## src/rtl/sdram_init_pkg.sv

```systemverilog
// Shared types and helper functions for the SDRAM power-up sequencer.
// Assumes the phase count is a power of two.
package sdram_init_pkg;

    typedef enum logic [1:0] {
        MEM_SDR   = 2'd0,
        MEM_DDR   = 2'd1,
        MEM_LPDDR = 2'd2,
        MEM_DDR2  = 2'd3
    } mem_kind_e;

    typedef enum logic [2:0] {
        STEP_CKE,
        STEP_PRE_ALL,
        STEP_EMR,
        STEP_MRS_DLL,
        STEP_REFRESH,
        STEP_MRS
    } step_kind_e;

    typedef struct packed {
        logic cs_n;
        logic ras_n;
        logic cas_n;
        logic we_n;
    } pin_cmd_t;

    localparam pin_cmd_t PIN_NOP     = '{cs_n: 1'b1, ras_n: 1'b1, cas_n: 1'b1, we_n: 1'b1};
    localparam pin_cmd_t PIN_PRE_ALL = '{cs_n: 1'b0, ras_n: 1'b0, cas_n: 1'b1, we_n: 1'b0};
    localparam pin_cmd_t PIN_MODE    = '{cs_n: 1'b0, ras_n: 1'b0, cas_n: 1'b0, we_n: 1'b0};
    localparam pin_cmd_t PIN_REFRESH = '{cs_n: 1'b0, ras_n: 1'b0, cas_n: 1'b0, we_n: 1'b1};

    localparam int DLL_RESET_BIT = 8;
    localparam int PRE_ALL_ADDR  = 1024;

    function automatic int burst_len(mem_kind_e kind, int phases);
        return (kind == MEM_SDR) ? phases : 2 * phases;
    endfunction

    function automatic int mode_word(mem_kind_e kind, int cas_lat, int phases);
        return $clog2(burst_len(kind, phases)) + (cas_lat << 4);
    endfunction

endpackage

```

## src/rtl/sdram_init_step_table.sv

```systemverilog
// Step table: maps a step index to the step kind, pin command, address,
// bank and post-step wait. Purely combinational. Assumes that indices past
// the last step are never acted on.
module sdram_init_step_table
    import sdram_init_pkg::*;
#(
    parameter mem_kind_e MEM_KIND = MEM_DDR,
    parameter int CAS_LAT  = 3,
    parameter int PHASES   = 2,
    parameter int ADDR_W   = 13,
    parameter int BANK_W   = 2,
    parameter int IDX_W    = 3,
    parameter int CNT_W    = 11,
    parameter int WAIT_CKE = 2000,
    parameter int WAIT_MRS = 200,
    parameter int WAIT_REF = 4
) (
    input  logic [IDX_W-1:0]  step_idx,
    output step_kind_e        step_kind,
    output pin_cmd_t          step_cmd,
    output logic [ADDR_W-1:0] step_addr,
    output logic [BANK_W-1:0] step_bank,
    output logic [CNT_W-1:0]  step_wait
);

    localparam bit HAS_EMR  = (MEM_KIND != MEM_SDR);
    localparam int EMR_BANK = (MEM_KIND == MEM_LPDDR) ? 2 : 1;
    localparam int MODE     = mode_word(MEM_KIND, CAS_LAT, PHASES);

    logic [IDX_W-1:0] slot;

    // Skip the extended-mode slot when the memory type has none.
    always_comb begin
        if (!HAS_EMR && step_idx >= IDX_W'(2))
            slot = step_idx + IDX_W'(1);
        else
            slot = step_idx;
    end

    // Slot to step kind, in the fixed power-up order.
    always_comb begin
        case (slot)
            IDX_W'(0): step_kind = STEP_CKE;
            IDX_W'(1): step_kind = STEP_PRE_ALL;
            IDX_W'(2): step_kind = STEP_EMR;
            IDX_W'(3): step_kind = STEP_MRS_DLL;
            IDX_W'(4): step_kind = STEP_PRE_ALL;
            IDX_W'(5): step_kind = STEP_REFRESH;
            default:   step_kind = STEP_MRS;
        endcase
    end

    // Step kind to pins, address, bank and wait count.
    always_comb begin
        step_cmd  = PIN_NOP;
        step_addr = '0;
        step_bank = '0;
        step_wait = '0;
        case (step_kind)
            STEP_CKE: begin
                step_wait = CNT_W'(WAIT_CKE);
            end
            STEP_PRE_ALL: begin
                step_cmd  = PIN_PRE_ALL;
                step_addr = ADDR_W'(PRE_ALL_ADDR);
            end
            STEP_EMR: begin
                step_cmd  = PIN_MODE;
                step_bank = BANK_W'(EMR_BANK);
            end
            STEP_MRS_DLL: begin
                step_cmd  = PIN_MODE;
                step_addr = ADDR_W'(MODE + (1 << DLL_RESET_BIT));
                step_wait = CNT_W'(WAIT_MRS);
            end
            STEP_REFRESH: begin
                step_cmd  = PIN_REFRESH;
                step_wait = CNT_W'(WAIT_REF);
            end
            default: begin
                step_cmd  = PIN_MODE;
                step_addr = ADDR_W'(MODE);
                step_wait = CNT_W'(WAIT_MRS);
            end
        endcase
    end

endmodule

```

## src/rtl/sdram_init_wait_timer.sv

```systemverilog
// Down-counting wait timer. Loading a value N yields N further cycles in
// which expired is low. Assumes a load only arrives once the count is at zero.
module sdram_init_wait_timer #(
    parameter int CNT_W = 11
) (
    input  logic             clk,
    input  logic             rst_n,
    input  logic             load,
    input  logic [CNT_W-1:0] load_val,
    output logic             expired
);

    logic [CNT_W-1:0] cnt_q;

    // Load on request, otherwise count down to zero and hold there.
    always_ff @(posedge clk) begin
        if (!rst_n)
            cnt_q <= '0;
        else if (load)
            cnt_q <= load_val;
        else if (cnt_q != '0)
            cnt_q <= cnt_q - CNT_W'(1);
    end

    assign expired = (cnt_q == '0);


    load_on_expiry_chk: assert property (@(posedge clk) disable iff (!rst_n)
        load |-> expired);


    countdown_chk: assert property (@(posedge clk) disable iff (!rst_n)
        (!load && !expired) |=> (cnt_q == $past(cnt_q) - CNT_W'(1)));

endmodule

```

## src/rtl/sdram_init_seq.sv

```systemverilog
// SDRAM power-up sequencer top. It steps through the step table and drives
// registered memory pins. Each step lasts one cycle and is followed by its
// wait of NOP cycles. Assumes start is a single-cycle pulse.
module sdram_init_seq
    import sdram_init_pkg::*;
#(
    parameter mem_kind_e MEM_KIND = MEM_DDR,
    parameter int CAS_LAT  = 3,
    parameter int PHASES   = 2,
    parameter int ADDR_W   = 13,
    parameter int BANK_W   = 2,
    parameter int WAIT_CKE = 2000,
    parameter int WAIT_MRS = 200,
    parameter int WAIT_REF = 4
) (
    input  logic              clk,
    input  logic              rst_n,
    input  logic              start,
    output logic              init_done,
    output logic              mem_cke,
    output logic              mem_cs_n,
    output logic              mem_ras_n,
    output logic              mem_cas_n,
    output logic              mem_we_n,
    output logic [ADDR_W-1:0] mem_addr,
    output logic [BANK_W-1:0] mem_bank
);

    localparam int NUM_STEPS = (MEM_KIND == MEM_SDR) ? 6 : 7;
    localparam int IDX_W     = $clog2(NUM_STEPS + 1);
    localparam int MAX_WAIT  = (WAIT_CKE > WAIT_MRS)
                             ? ((WAIT_CKE > WAIT_REF) ? WAIT_CKE : WAIT_REF)
                             : ((WAIT_MRS > WAIT_REF) ? WAIT_MRS : WAIT_REF);
    localparam int CNT_W     = $clog2(MAX_WAIT + 1);

    typedef enum logic [1:0] {S_IDLE, S_RUN, S_DONE} seq_state_e;

    seq_state_e        state_q;
    logic [IDX_W-1:0]  idx_q;
    logic              cke_q;
    logic              done_q;
    pin_cmd_t          cmd_q;
    logic [ADDR_W-1:0] addr_q;
    logic [BANK_W-1:0] bank_q;

    step_kind_e        step_kind;
    pin_cmd_t          step_cmd;
    logic [ADDR_W-1:0] step_addr;
    logic [BANK_W-1:0] step_bank;
    logic [CNT_W-1:0]  step_wait;
    logic              timer_expired;
    logic              timer_load;
    logic              all_issued;

    sdram_init_step_table #(
        .MEM_KIND (MEM_KIND),
        .CAS_LAT  (CAS_LAT),
        .PHASES   (PHASES),
        .ADDR_W   (ADDR_W),
        .BANK_W   (BANK_W),
        .IDX_W    (IDX_W),
        .CNT_W    (CNT_W),
        .WAIT_CKE (WAIT_CKE),
        .WAIT_MRS (WAIT_MRS),
        .WAIT_REF (WAIT_REF)
    ) u_table (
        .step_idx  (idx_q),
        .step_kind (step_kind),
        .step_cmd  (step_cmd),
        .step_addr (step_addr),
        .step_bank (step_bank),
        .step_wait (step_wait)
    );

    sdram_init_wait_timer #(
        .CNT_W (CNT_W)
    ) u_timer (
        .clk      (clk),
        .rst_n    (rst_n),
        .load     (timer_load),
        .load_val (step_wait),
        .expired  (timer_expired)
    );

    // Completion flag and timer reload whenever a step is issued.
    assign all_issued = (idx_q == IDX_W'(NUM_STEPS));
    assign timer_load = (state_q == S_RUN) && timer_expired && !all_issued;

    // Sequence control and registered pin drive (NOP unless a step issues).
    always_ff @(posedge clk) begin
        if (!rst_n) begin
            state_q <= S_IDLE;
            idx_q   <= '0;
            cke_q   <= 1'b0;
            done_q  <= 1'b0;
            cmd_q   <= PIN_NOP;
            addr_q  <= '0;
            bank_q  <= '0;
        end else begin
            cmd_q  <= PIN_NOP;
            addr_q <= '0;
            bank_q <= '0;
            case (state_q)
                S_IDLE: begin
                    if (start) begin
                        state_q <= S_RUN;
                        idx_q   <= '0;
                    end
                end
                S_RUN: begin
                    if (timer_expired) begin
                        if (all_issued) begin
                            state_q <= S_DONE;
                            done_q  <= 1'b1;
                        end else begin
                            idx_q <= idx_q + IDX_W'(1);
                            if (step_kind == STEP_CKE) begin
                                cke_q <= 1'b1;
                            end else begin
                                cmd_q  <= step_cmd;
                                addr_q <= step_addr;
                                bank_q <= step_bank;
                            end
                        end
                    end
                end
                default: ;
            endcase
        end
    end

    assign init_done = done_q;
    assign mem_cke   = cke_q;
    assign mem_cs_n  = cmd_q.cs_n;
    assign mem_ras_n = cmd_q.ras_n;
    assign mem_cas_n = cmd_q.cas_n;
    assign mem_we_n  = cmd_q.we_n;
    assign mem_addr  = addr_q;
    assign mem_bank  = bank_q;


    idle_quiet_chk: assert property (@(posedge clk) disable iff (!rst_n)
        !cke_q |-> (cmd_q == PIN_NOP && !done_q));


    cke_sticky_chk: assert property (@(posedge clk) disable iff (!rst_n)
        cke_q |=> cke_q);


    done_sticky_chk: assert property (@(posedge clk) disable iff (!rst_n)
        done_q |=> done_q);


    done_quiet_chk: assert property (@(posedge clk) disable iff (!rst_n)
        done_q |-> (cke_q && cmd_q == PIN_NOP));


    done_after_wait_chk: assert property (@(posedge clk) disable iff (!rst_n)
        $rose(done_q) |-> $past(timer_expired));


    nop_zero_bus_chk: assert property (@(posedge clk) disable iff (!rst_n)
        (cmd_q == PIN_NOP) |-> (addr_q == '0 && bank_q == '0));


    cmd_needs_cke_chk: assert property (@(posedge clk) disable iff (!rst_n)
        (cmd_q != PIN_NOP) |-> cke_q);

endmodule

```

## config.mk

```make
export PLATFORM = sky130hd
export DESIGN_NAME = sdram_init_seq
export DESIGN_NICKNAME = d
export VERILOG_FILES = /design/src/rtl/sdram_init_pkg.sv /design/src/rtl/sdram_init_step_table.sv /design/src/rtl/sdram_init_wait_timer.sv /design/src/rtl/sdram_init_seq.sv
export SDC_FILE = /design/constraint.sdc
export NUM_CORES = 1
export LEC_CHECK = 0
export BUFFER_PORTS_ARGS = -buffer_cell sky130_fd_sc_hd__buf_2
export CAP_MARGIN = 20
export CELL_PAD_IN_SITES_DETAIL_PLACEMENT = 0
export CELL_PAD_IN_SITES_GLOBAL_PLACEMENT = 1
export CORE_ASPECT_RATIO = 0.6
export CORE_MARGIN = 10
export CORE_UTILIZATION = 30
export DETAILED_ROUTE_END_ITERATION = 7
export GPL_TIMING_DRIVEN = 0
export PLACE_DENSITY = 0.69
export SYNTH_ARGS = -nofsm -noshare
export SYNTH_HDL_FRONTEND = slang
export SYNTH_SLANG_ARGS = --single-unit
```

## constraint.sdc

```tcl
create_clock -name clk -period 5 [get_ports clk]
set_input_delay 0.25 -clock clk [delete_from_list [all_inputs] [get_ports clk]]
set_output_delay 0.25 -clock clk [all_outputs]
set_load 0.1 [all_outputs]
```

==> out/metrics.csv <==
metric,value,unit
status,completed,
crit start category,flip-flop,
routability cong.,0.770,
layout net count,194,
Area contributors post-synth,"dfxtp_1 (36%), buf_4 (6.5%), ha_1 (6.4%), nor2_1 (4.4%), o21a_1 (4.4%)",
Fin Setup TNS,0,ns
Max Cap Viol,0,
Inserted Diodes,0,
IO Port Bufs,14,
largest net degree at the start of global routing,15,
via count,1099,
Final Util,37.4,%
Vias per Instance,4.52,
Clock Pin Slew Worst Setup and Hold Paths,0.09,ns
Critical Path AT,2.57,ns
DR iter-0 viols,57,
Clock Sinks,25,
Synth Flop Type,dfxtp_1,
first-pass GRT wire length,4930,um
DIE AREA,7800,sq um
Mapped Area,1380,sq um
PwrDens,451,nW/um^2
RSZ-0062 raised after global routing,no,
Crit Path Category,reg -> reg,
die height,72.5,um
Hold Buf Count CTS,0,
Placed Instances,239,
"non-filler cells, final",243,
post-synthesis async set-or-reset flop share,0,%
"Slew Viols, Final",0,
worst skew pair latency,0.27,ns
htree depth,1,
CTS tree,built,
Resized cells post-CTS,0,
Lkg Pwr,0.681,nW
post-synth cell types,44,
core area,4280,sq um
post-synthesis register bit count,25,
Clock Path Buffers,2,
Final Hold Viols,0,
normalized max-slew margin,50.8,%
Initial DRT Pass Iterations,4,
antenna violations before repair,0,
Synth area leader,dfxtp_1,
Worst-Margin Slew,0.732,ns
CTS Root Cell,clkbuf_8,
Post-DRT Antenna Nets,0,
top-area cell type share of the netlist area,36.3,%
type of destination of the critical path,flip-flop,
CP max FO,9,
"EDFF count, synth",0,
cts bufs inserted,3,
register area share after synthesis,36.3,%
gr ovfl total,0,
Final HPWL DP,2440,um
vias in the first global route,1008,
Top Ports,24,
Critical Path RT,5.20,ns
Setup Buffers After CTS,0,
Final setup viols,0,
Synth-to-Final Area Change,16.1,%
row cnt,18,
wire length per cell,12.4,um
layout cells sized above 1,25.1,%
drt drc,0,
Avg Inst Size Synth,8.78,sq um
Power Total,0.722,mW
Post-Route Skew,0.0100,ns
Initial Util,32.2,%
FMAX,423,MHz
Mapped Cells,157,
worst hold path class,in -> reg,
die width,108,um
most frequent cells in the layout,"dfxtp_1 (25), nor2_1 (16), buf_2 (15), nand2_1 (12), buf_4 (12)",
"commonest non-fill, non-tap cell in the layout",dfxtp_1,
Routed WL,3020,um
number of synthesis warnings,0,
Final period util,47.3,%
Tmin final,2.37,ns
Max IR drop VDD,0.000157,V
GRT Util Overall,7.64,%
==> cell type report <==
type	count	area, sq um
tap	60	75.1
clock inverter	1	5.00
multi-input combinational	116	757
timing repair buffer	14	70.1
buffer	17	125
fill	454	2680
sequential	25	500
clock buffer	3	41.3
inverter	7	26.3
==> metal layers <==
metal | part of all wire, % | GRT usage, % | wire, um | vias to the layer above
met5 | 0 | 0 | 0 | -
met4 | 0.96 | 1.77 | 29 | 0
met3 | 6.0 | 2.56 | 181 | 2
met2 | 37 | 10.1 | 1120 | 29
met1 | 56 | 11.2 | 1680 | 501
li1 | - | - | - | 567
==> final timing paths <==
kind                                 from          endpoint  slack, ns  cells after the start
worst max-delay path             idx_q[2]  u_timer.cnt_q[9]       2.63                      7
worst max register to register   idx_q[2]  u_timer.cnt_q[9]       2.63                      7
worst min register to register  init_done         init_done       0.47                      1
worst min-delay path                rst_n         mem_cas_n       0.39                      3
==> critical path, stage by stage (launching register included) <==
cell	delay, ns
dfxtp_1	0.48
inv_1	0.13
ha_1	0.22
clkbuf_1	0.20
nor4_1	0.69
o21ai_1	0.33
o21a_1	0.18
nor2_1	0.08
==> through the flow <==
| stage | area [sq um] | hold WS (ns) | setup slack [ns] |
|---|---|---|---|
| floorplan | 1410 | 0.508 | 2.92 |
| global placement | 1550 | 0.452 | 2.70 |
| detailed placement | 1550 | 0.456 | 2.71 |
| CTS | 1600 | 0.392 | 2.68 |
| global route | 1600 | 0.406 | 2.45 |
| finish | 1600 | 0.389 | 2.63 |
==> registers in the layout, indices dropped and copies added (netlist names), 2 cells and up <==
signal         cells
idx_q              3
mem_addr           3
state_q            2
u_timer.cnt_q     11
==> cell usage after synthesis (2+ instances only) <==
library cell	instances
and2_1	2
a21oi_1	4
xnor2_1	4
clkbuf_1	2
nor4_1	2
buf_4	12
nand3_1	3
inv_1	7
nor3_1	8
nand2_1	12
ha_1	7
xor2_1	3
o21ai_0	7
o21a_1	8
nor2_1	16
nor2b_1	2
dfxtp_1	25
or2_2	2
buf_6	2
nand2b_1	5
==> cell families (layout without fill, tap and decap cells) <==
kind of cell             after synthesis  in the layout  synth area share [%]
flip-flops                            25             25                  36.3
buffers and inverters                 24             42                  11.0
other                                  1              9                 0.272
AO/OA/AOI/OAI                         29             29                  14.2
AND/OR/NAND/NOR                       64             64                  27.5
adder cells (fa/ha/maj)                7              7                  6.35
XOR/XNOR                               7              7                  4.45
==> report_power, final <==
group / switching [mW] / total (mW) / internal [mW]
combinational: 0.198 / 0.336 / 0.138
sequential: 0.0325 / 0.265 / 0.233
clock: 0.0649 / 0.121 / 0.0557
Note: power is estimated with default switching activity, not from simulation.
